## config.mk

```make
export PLATFORM = sky130hd
export DESIGN_NAME = qdi_edge_bridge
export DESIGN_NICKNAME = d
export VERILOG_FILES = /design/src/rtl/qdi_edge_bridge.sv
export SDC_FILE = /design/constraint.sdc
export NUM_CORES = 1
export LEC_CHECK = 0
export ABC_AREA = 1
export CAP_MARGIN = 0
export CORE_UTILIZATION = 54
export CTS_BUF_LIST = sky130_fd_sc_hd__clkbuf_4 sky130_fd_sc_hd__clkbuf_8
export DETAILED_ROUTE_END_ITERATION = 10
export MAX_ROUTING_LAYER = met4
export PLACE_DENSITY = 0.83
export SYNTH_ARGS = -nofsm -noshare
export SYNTH_HDL_FRONTEND = slang
export SYNTH_SLANG_ARGS = --single-unit
export TNS_END_PERCENT = 100
```

## constraint.sdc

```tcl
create_clock -name clk -period 3.31 [get_ports clk]
set_input_delay 0.993 -clock clk [delete_from_list [all_inputs] [get_ports clk]]
set_output_delay 0.993 -clock clk [all_outputs]
set_load 0.01 [all_outputs]
```

## src/rtl/qdi_edge_bridge.sv

```systemverilog
module qdi_edge_bridge #(
  parameter int DIGITS = 4,
  localparam int W = 4 * DIGITS
) (
  input  logic         clk,
  input  logic         rst_n,
  input  logic [W-1:0] tx_rz_data,
  output logic         tx_rz_ack,
  output logic [W-1:0] tx_tr_rails,
  input  logic         tx_tr_ack,
  output logic         tx_err,
  input  logic [W-1:0] rx_tr_rails,
  output logic         rx_tr_ack,
  output logic [W-1:0] rx_rz_data,
  input  logic         rx_rz_ack,
  output logic         rx_err
);

  typedef enum logic [1:0] {TX_IDLE, TX_HOLD, TX_RTZ} tx_state_t;
  typedef enum logic [1:0] {RX_IDLE, RX_DRIVE, RX_RTZ} rx_state_t;

  function automatic logic word_complete(input logic [W-1:0] w);
    logic ok;
    ok = 1'b1;
    for (int d = 0; d < DIGITS; d++)
      if ($countones(w[4*d +: 4]) != 1) ok = 1'b0;
    return ok;
  endfunction

  function automatic logic word_multi(input logic [W-1:0] w);
    logic bad;
    bad = 1'b0;
    for (int d = 0; d < DIGITS; d++)
      if ($countones(w[4*d +: 4]) > 1) bad = 1'b1;
    return bad;
  endfunction

  tx_state_t    tx_st;
  logic         tx_ack_ref;
  rx_state_t    rx_st;
  logic [W-1:0] rx_phase;
  logic [W-1:0] rx_diff;

  assign rx_diff = rx_tr_rails ^ rx_phase;

  always_ff @(posedge clk) begin
    if (!rst_n) begin
      tx_st       <= TX_IDLE;
      tx_rz_ack   <= 1'b0;
      tx_tr_rails <= '0;
      tx_ack_ref  <= 1'b0;
      tx_err      <= 1'b0;
    end else begin
      tx_err <= 1'b0;
      case (tx_st)
        TX_IDLE:
          if (word_multi(tx_rz_data)) begin
            tx_err <= 1'b1;
          end else if (word_complete(tx_rz_data)) begin
            tx_tr_rails <= tx_tr_rails ^ tx_rz_data;
            tx_rz_ack   <= 1'b1;
            tx_st       <= TX_HOLD;
          end
        TX_HOLD:
          if (tx_tr_ack != tx_ack_ref) begin
            tx_ack_ref <= tx_tr_ack;
            tx_st      <= TX_RTZ;
          end
        TX_RTZ:
          if (tx_rz_data == '0) begin
            tx_rz_ack <= 1'b0;
            tx_st     <= TX_IDLE;
          end
        default: tx_st <= TX_IDLE;
      endcase
    end
  end

  always_ff @(posedge clk) begin
    if (!rst_n) begin
      rx_st      <= RX_IDLE;
      rx_phase   <= '0;
      rx_rz_data <= '0;
      rx_tr_ack  <= 1'b0;
      rx_err     <= 1'b0;
    end else begin
      rx_err <= 1'b0;
      case (rx_st)
        RX_IDLE:
          if (word_multi(rx_diff)) begin
            rx_err <= 1'b1;
          end else if (word_complete(rx_diff)) begin
            rx_rz_data <= rx_diff;
            rx_phase   <= rx_tr_rails;
            rx_st      <= RX_DRIVE;
          end
        RX_DRIVE:
          if (rx_rz_ack) begin
            rx_rz_data <= '0;
            rx_st      <= RX_RTZ;
          end
        RX_RTZ:
          if (!rx_rz_ack) begin
            rx_tr_ack <= ~rx_tr_ack;
            rx_st     <= RX_IDLE;
          end
        default: rx_st <= RX_IDLE;
      endcase
    end
  end

endmodule

```

# [Word level (Yosys, flattened, before mapping)]
# Index checks and enable logic that the tools add are counted.
[word_totals] output_inout_bits=36 wordCells=130 inputBits=36 register_bits=57
[op_classes] mux=46 magnitude_cmp=8 eq_ne=21 bitwise=6 reduce_logical=15 addsub=24
[op_table] op="> comparator 32 x 2 -> 1 bit (second input constant)" n=8
[op_table] op="two-way mux 16 bit" n=3
[op_table] op="adder 1 x 1 -> 2 bit" n=16
[op_table] op="case mux 16 bit (2 select lines)" n=1
[op_table] op="bitwise XOR 16 bit" n=2
[op_table] op="two-way mux 1 bit" n=31
[op_table] op="adder 2 x 2 -> 3 bit" n=8
[op_table] op="!= test 3 x 1 -> 1 bit (second input constant)" n=8
[op_table] op="zero test 16 bit" n=1
[op_table] op="two-way mux 2 bit" n=8
[op_table] op="AND reduction 4 bit" n=4
[op_table] op="!= test 2 bit (second input constant)" n=6
[op_table] op="case mux 2 bit (3 select lines)" n=2
[op_table] op="AND reduction 2 bit" n=4
[op_table] op="AND reduction 3 bit" n=2
[op_table] op="equality test 2 x 1 -> 1 bit (second input constant)" n=2
[op_table] op="equality test 2 bit (second input constant)" n=2
[op_table] op="zero test 2 bit" n=2
[op_table] op="!= test 2 x 1 -> 1 bit (second input constant)" n=2
[op_table] op="NOT 1 bit" n=4
[op_table] op="nonzero test 2 bit" n=2
[op_table] op="case mux 1 bit (2 select lines)" n=1
[op_table] op="!= test 1 bit" n=1

# [Depth between registers and ports, before layout]
[logic_depth] word_depth=16 depth_mapped=15 mapped_depth_nobuf=14

# [Worst setup path before layout]
# OpenSTA, ideal clock, no wires.
[synth_path] path_type="input port to flip-flop" from="input rx_tr_rails[13]" to="register rx_phase[11]" required_time_ns=3.197 t_arrival_ns=2.944 setup_slack_ns=0.253 n_path_buf=1 setup_ns=0.113 path_stages=14 path_cell_list="xor2_1 -> fa_1 -> ha_1 -> inv_1 -> ha_1 -> inv_1 -> nand2_1 -> nor2_1 -> nand2_1 -> nor2_1 -> nand3_1 -> buf_2 -> nor2_1 -> nor2_1"
[synth_between] elab_chain_len=9 word_cells_on_any_way=14 classes_between="2 x add/sub; 1 x order compare; 1 x eq/ne; 7 x mux; 2 x bitwise; 1 x reduce/logical"
[synth_lines] item="from (decl)" line_no="12" source="input logic [W-1:0] rx_tr_rails,"
[synth_lines] item="bitwise XOR 16 bit (*)" line_no="44" source="assign rx_diff = rx_tr_rails ^ rx_phase;"
[synth_lines] item="adder 1 x 1 -> 2 bit (*)" line_no="26, 34"
[synth_lines] item="adder 2 x 2 -> 3 bit (*)" line_no="26, 34"
[synth_lines] item="> comparator 32 x 2 -> 1 bit or != test 3 x 1 -> 1 bit (tied branches)" line_no="34, 26"
[synth_lines] item="two-way mux 1 bit (on tied branches)" line_no="34, 26"
[synth_lines] item="two-way mux 1 bit (on tied branches)" line_no="88, 90"
[synth_lines] item="two-way mux 1 bit (on tied branches)" line_no="80, 88"
[synth_lines] item="NOT 1 bit (no source line) or two-way mux 1 bit (tied branches)"
[synth_lines] item="AND reduction 3 bit (no source line) (*)"
[synth_lines] item="to (signal assigned)" line_no="94" source="rx_phase <= rx_tr_rails;"
[synth_lines] item="to (decl)" line_no="41" source="logic [W-1:0] rx_phase;"
# Every way passes the cells marked *; elsewhere a longest branch is shown, timed or not. The select of a mux whose other input is x is not followed.
# A chain may end at the register's enable or synchronous reset.

# [Worst setup path in the final report]
[layout_path] from="input rx_tr_rails[11]" to="register rx_phase[5]"
[layout_between] elab_chain_len=10 word_cells_on_any_way=16 classes_between="2 x add/sub; 1 x order compare; 1 x eq/ne; 9 x mux; 2 x bitwise; 1 x reduce/logical"
[layout_lines] item="bitwise XOR 16 bit (*)" line_no="44"
[layout_lines] item="adder 1 x 1 -> 2 bit (*)" line_no="26, 34"
[layout_lines] item="adder 2 x 2 -> 3 bit (*)" line_no="26, 34"
[layout_lines] item="> comparator 32 x 2 -> 1 bit or != test 3 x 1 -> 1 bit (tied branches)" line_no="34, 26"
[layout_lines] item="two-way mux 1 bit (on tied branches) (2 in a row)" line_no="34, 26"
[layout_lines] item="two-way mux 1 bit (on tied branches)" line_no="88, 90"
[layout_lines] item="two-way mux 1 bit (on tied branches)" line_no="80, 88"
[layout_lines] item="NOT 1 bit (no source line) or two-way mux 1 bit (tied branches)"
[layout_lines] item="AND reduction 3 bit (no source line) (*)"
# Marks and branches as above.

==> results.txt <==
outcome = finished, violations left
violated checks = setup timing
insertion delay of the later-clocked pin in the worst-skew pair = 360 ps
crit path kind = input port to register
routed vias/inst = 5.316
placement row count = 29
buffer cell driving the clock tree root = clkbuf_8
reg2reg start = rx_phase[11]$_SDFFE_PN0P_
total wirelength of the detailed-routed design = 11.86 mm
worst setup path endpoint = rx_phase[5]$_SDFFE_PN0P_
Yosys Warn Count = 0
count of input and output buffers = 71
top-area cell type share of the netlist area = 32.19%
final-report hold violation count = 0
number of vias in the routed layout = 3891
effective utilization at floorplan = 55.82%
Total Die Area = 0.006892 mm^2
distinct cell type count after synthesis = 24
TritonCTS clock tree = yes
TritonCTS Sinks = 57
iteration count of the initial detailed-routing pass = 7
number of standard cells after synthesis = 532
fin nets = 722
kind of start point of the critical path = input port
share of cells above drive strength 1 = 23.05%
Antenna Diode Count = 0
Critical Path Max Stage Delay = 500 ps
Tot Pwr = 1926 uW
Max Clock Skew = 9.556 ps
Final period util = 101.0%
highest clock frequency the design can meet = 0.2990 GHz
reg2reg end = rx_phase[5]$_SDFFE_PN0P_
synthesized area = 0.003545 mm^2
number of antenna violations at the first check in global routing = 0
top cells by count, synth = nand2_1, nor2_1, inv_1, dfxtp_1, ha_1
setup TNS = -71.39 ps
Cell Count, Final, Fillers Out = 732
most area-hungry cell type in the Yosys netlist = dfxtp_1
per-instance average area after synthesis = 6.663 um^2
maximum root-to-sink buffer count = 2
maximum number of pins on one net before global-route repair = 21
first element of the critical path = rx_tr_rails[11]
count of state elements after synthesis = 57
global-route wire length before repair = 15.55 mm
Post-synth EDFFs = 0
largest voltage drop on the vdd net = 319.7 uV
remaining global-route overflow = 0
dominant cell by count in the synthesized netlist = nand2_1
H-tree levels = 3
leakage power summed over all cells = 0.002632 uW
max-slew violation count = 0
Setup Viol. Count Final = 6
final weighted congestion in routability-driven placement = 0.8544
classification of the worst-slack hold path = register to register
post-route minimum period = 3344 ps
cells along the critical path = dlygate4sd2_1 -> xor2_2 -> fa_1 -> ha_2 -> buf_4 -> ha_1 -> inv_1 -> nand2_2 -> nor2_4 -> nand2_2 -> nor2_4 -> nand3_4 -> buf_8 -> nand2_1 -> nand2_1 -> nor2_2
antenna-violating nets left = 0
power density cells = 362.1 mW/mm^2
Area Overhead vs Synth = 50.05%
Die Span X = 83.02 um
number of maximum-capacitance constraint violations = 0
die height = 83.02 um
max-slew headroom at the worst pin = 47.86%
asr flop ratio synth = 0%
slowest cell on the critical path = fa_1
DR DRC count = 0
slew at the pin closest to its max-slew limit = 779.7 ps
logic depth of the worst register-to-register path = 15
Final HPWL DP = 6.190 mm
largest driver fanout on the critical path = 8
primary flip-flop cell chosen by synthesis mapping = dfxtp_1
violation count after the first detailed-routing iteration = 475
endpoint required time on the critical path = 3590 ps
Avg WL per Cell = 16.20 um
combined global-route utilization of all metal layers = 29.13%
Clock transition at path regs = 70 ps
vias in the first global route = 3488
Core Box Area = 0.006350 mm^2
reg2reg setup slack = 470 ps
I/O pin count = 72
post-synthesis net count = 604
number of buffers added by the clock tree synthesis step = 9
data arrival time of the worst path = 3630 ps
Synth area leaders = dfxtp_1, nand2_1, nor2_1, inv_1, ha_1
fin worst setup slack = -34.26 ps
critical path endpoint category = register
proportion of synthesized chip area in sequential cells = 32.19%
DP Cell Count = 696
## logic make-up (layout without fill, tap and decap cells)
group,Yosys count,count (layout),synth area share (%)
buffers and inverters,125,247,13.73
adder cells (fa/ha/maj),36,36,14.40
XOR/XNOR,17,17,4.200
flip-flops,57,57,32.19
AO/OA/AOI/OAI,11,11,1.588
AND/OR/NAND/NOR,286,287,33.89
## how the worst min path moves through the flow
stage / from / endpoint / slack, ps / depth (start not counted)
4_1_cts: tx_rz_ack$_SDFFE_PN0P_ / tx_rz_ack$_SDFFE_PN0P_ / 470 / 2
2_1_floorplan: tx_rz_ack$_SDFFE_PN0P_ / tx_rz_ack$_SDFFE_PN0P_ / 470 / 2
6_report: tx_rz_ack$_SDFFE_PN0P_ / tx_rz_ack$_SDFFE_PN0P_ / 490 / 2
5_1_grt: tx_rz_ack$_SDFFE_PN0P_ / tx_rz_ack$_SDFFE_PN0P_ / 520 / 2
3_3_place_gp: rx_tr_ack$_SDFFE_PN0P_ / rx_tr_ack$_SDFFE_PN0P_ / 450 / 2
3_5_place_dp: tx_rz_ack$_SDFFE_PN0P_ / tx_rz_ack$_SDFFE_PN0P_ / 460 / 2
## registers in the layout, summed over array words and instances, names as in the netlist
signal       flops
tx_ack_ref       1
tx_st            2
rx_tr_ack        1
rx_st            2
rx_rz_data      16
tx_err           1
tx_rz_ack        1
rx_err           1
rx_phase        16
tx_tr_rails     16
## through the flow
stage	util (%)	hold slack, ps	setup WS, ps	area, um^2
4_1_cts	78.46	467.9	42.81	4982
6_report	83.76	494.0	-34.26	5319
2_1_floorplan	-	469.2	253.2	3545
3_3_place_gp	71.03	448.6	-435.8	4511
3_5_place_dp	71.03	455.6	-578.5	4511
5_1_grt	83.76	522.9	-213.5	5319
## layout make-up
| cell class | instances | area (um^2) |
|---|---|---|
| Tap cell | 77 | 96.34 |
| Sequential cell | 57 | 1141 |
| Clock inverter | 5 | 125.1 |
| Multi-Input combinational cell | 351 | 2222 |
| Inverter | 110 | 412.9 |
| Fill cell | 328 | 1031 |
| Timing Repair Buffer | 121 | 1170 |
| Clock buffer | 11 | 151.4 |
## cells in the final DEF (no fill, tap or decap), drive strengths merged
cell,netlist,layout
dlymetal6s2s,0,8
dfxtp,57,57
buf,12,48
clkdlybuf4s50,0,51
nand2,137,137
clkdlybuf4s15,0,3
or2,1,1
nor3,3,3
a21oi,7,7
nor2,116,116
ha,28,28
a31oi,1,1
dlygate4sd2,0,7
xor2,17,17
nand3,9,10
clkbuf,3,15
nand4,20,20
inv,110,110
o21ai,3,3
fa,8,8
bufinv,0,4
clkinv,0,1
## layer usage
metal	wire length, um	up-vias	GRT usage, %
met2	5847	225	48.58
met4	589	0	10.66
met3	860	78	6.660
met5	0	-	-
met1	4559	1792	34.39
li1	-	1796	-
## critical path, delay by kind of cell
| kind | cells | cell delay [ps] |
|---|---|---|
| adder cells (fa/ha/maj) | 3 | 880 |
| XOR/XNOR | 1 | 250 |
| AND/OR/NAND/NOR | 8 | 850 |
| buffers and inverters | 4 | 640 |
## power by group
part | switching, uW | internal, uW
Clock | 302 | 616
Sequential | 0.647 | 687
Combinational | 177 | 143
## timing repair
item	CTS	global route
hold buffers	0	0
setup buffers	8	8
cloned	2	2
endpoints found under the setup margin	33	46
pin swaps	10	31
resized for setup	37	78
No activity file was read; power rests on OpenSTA's default activity.
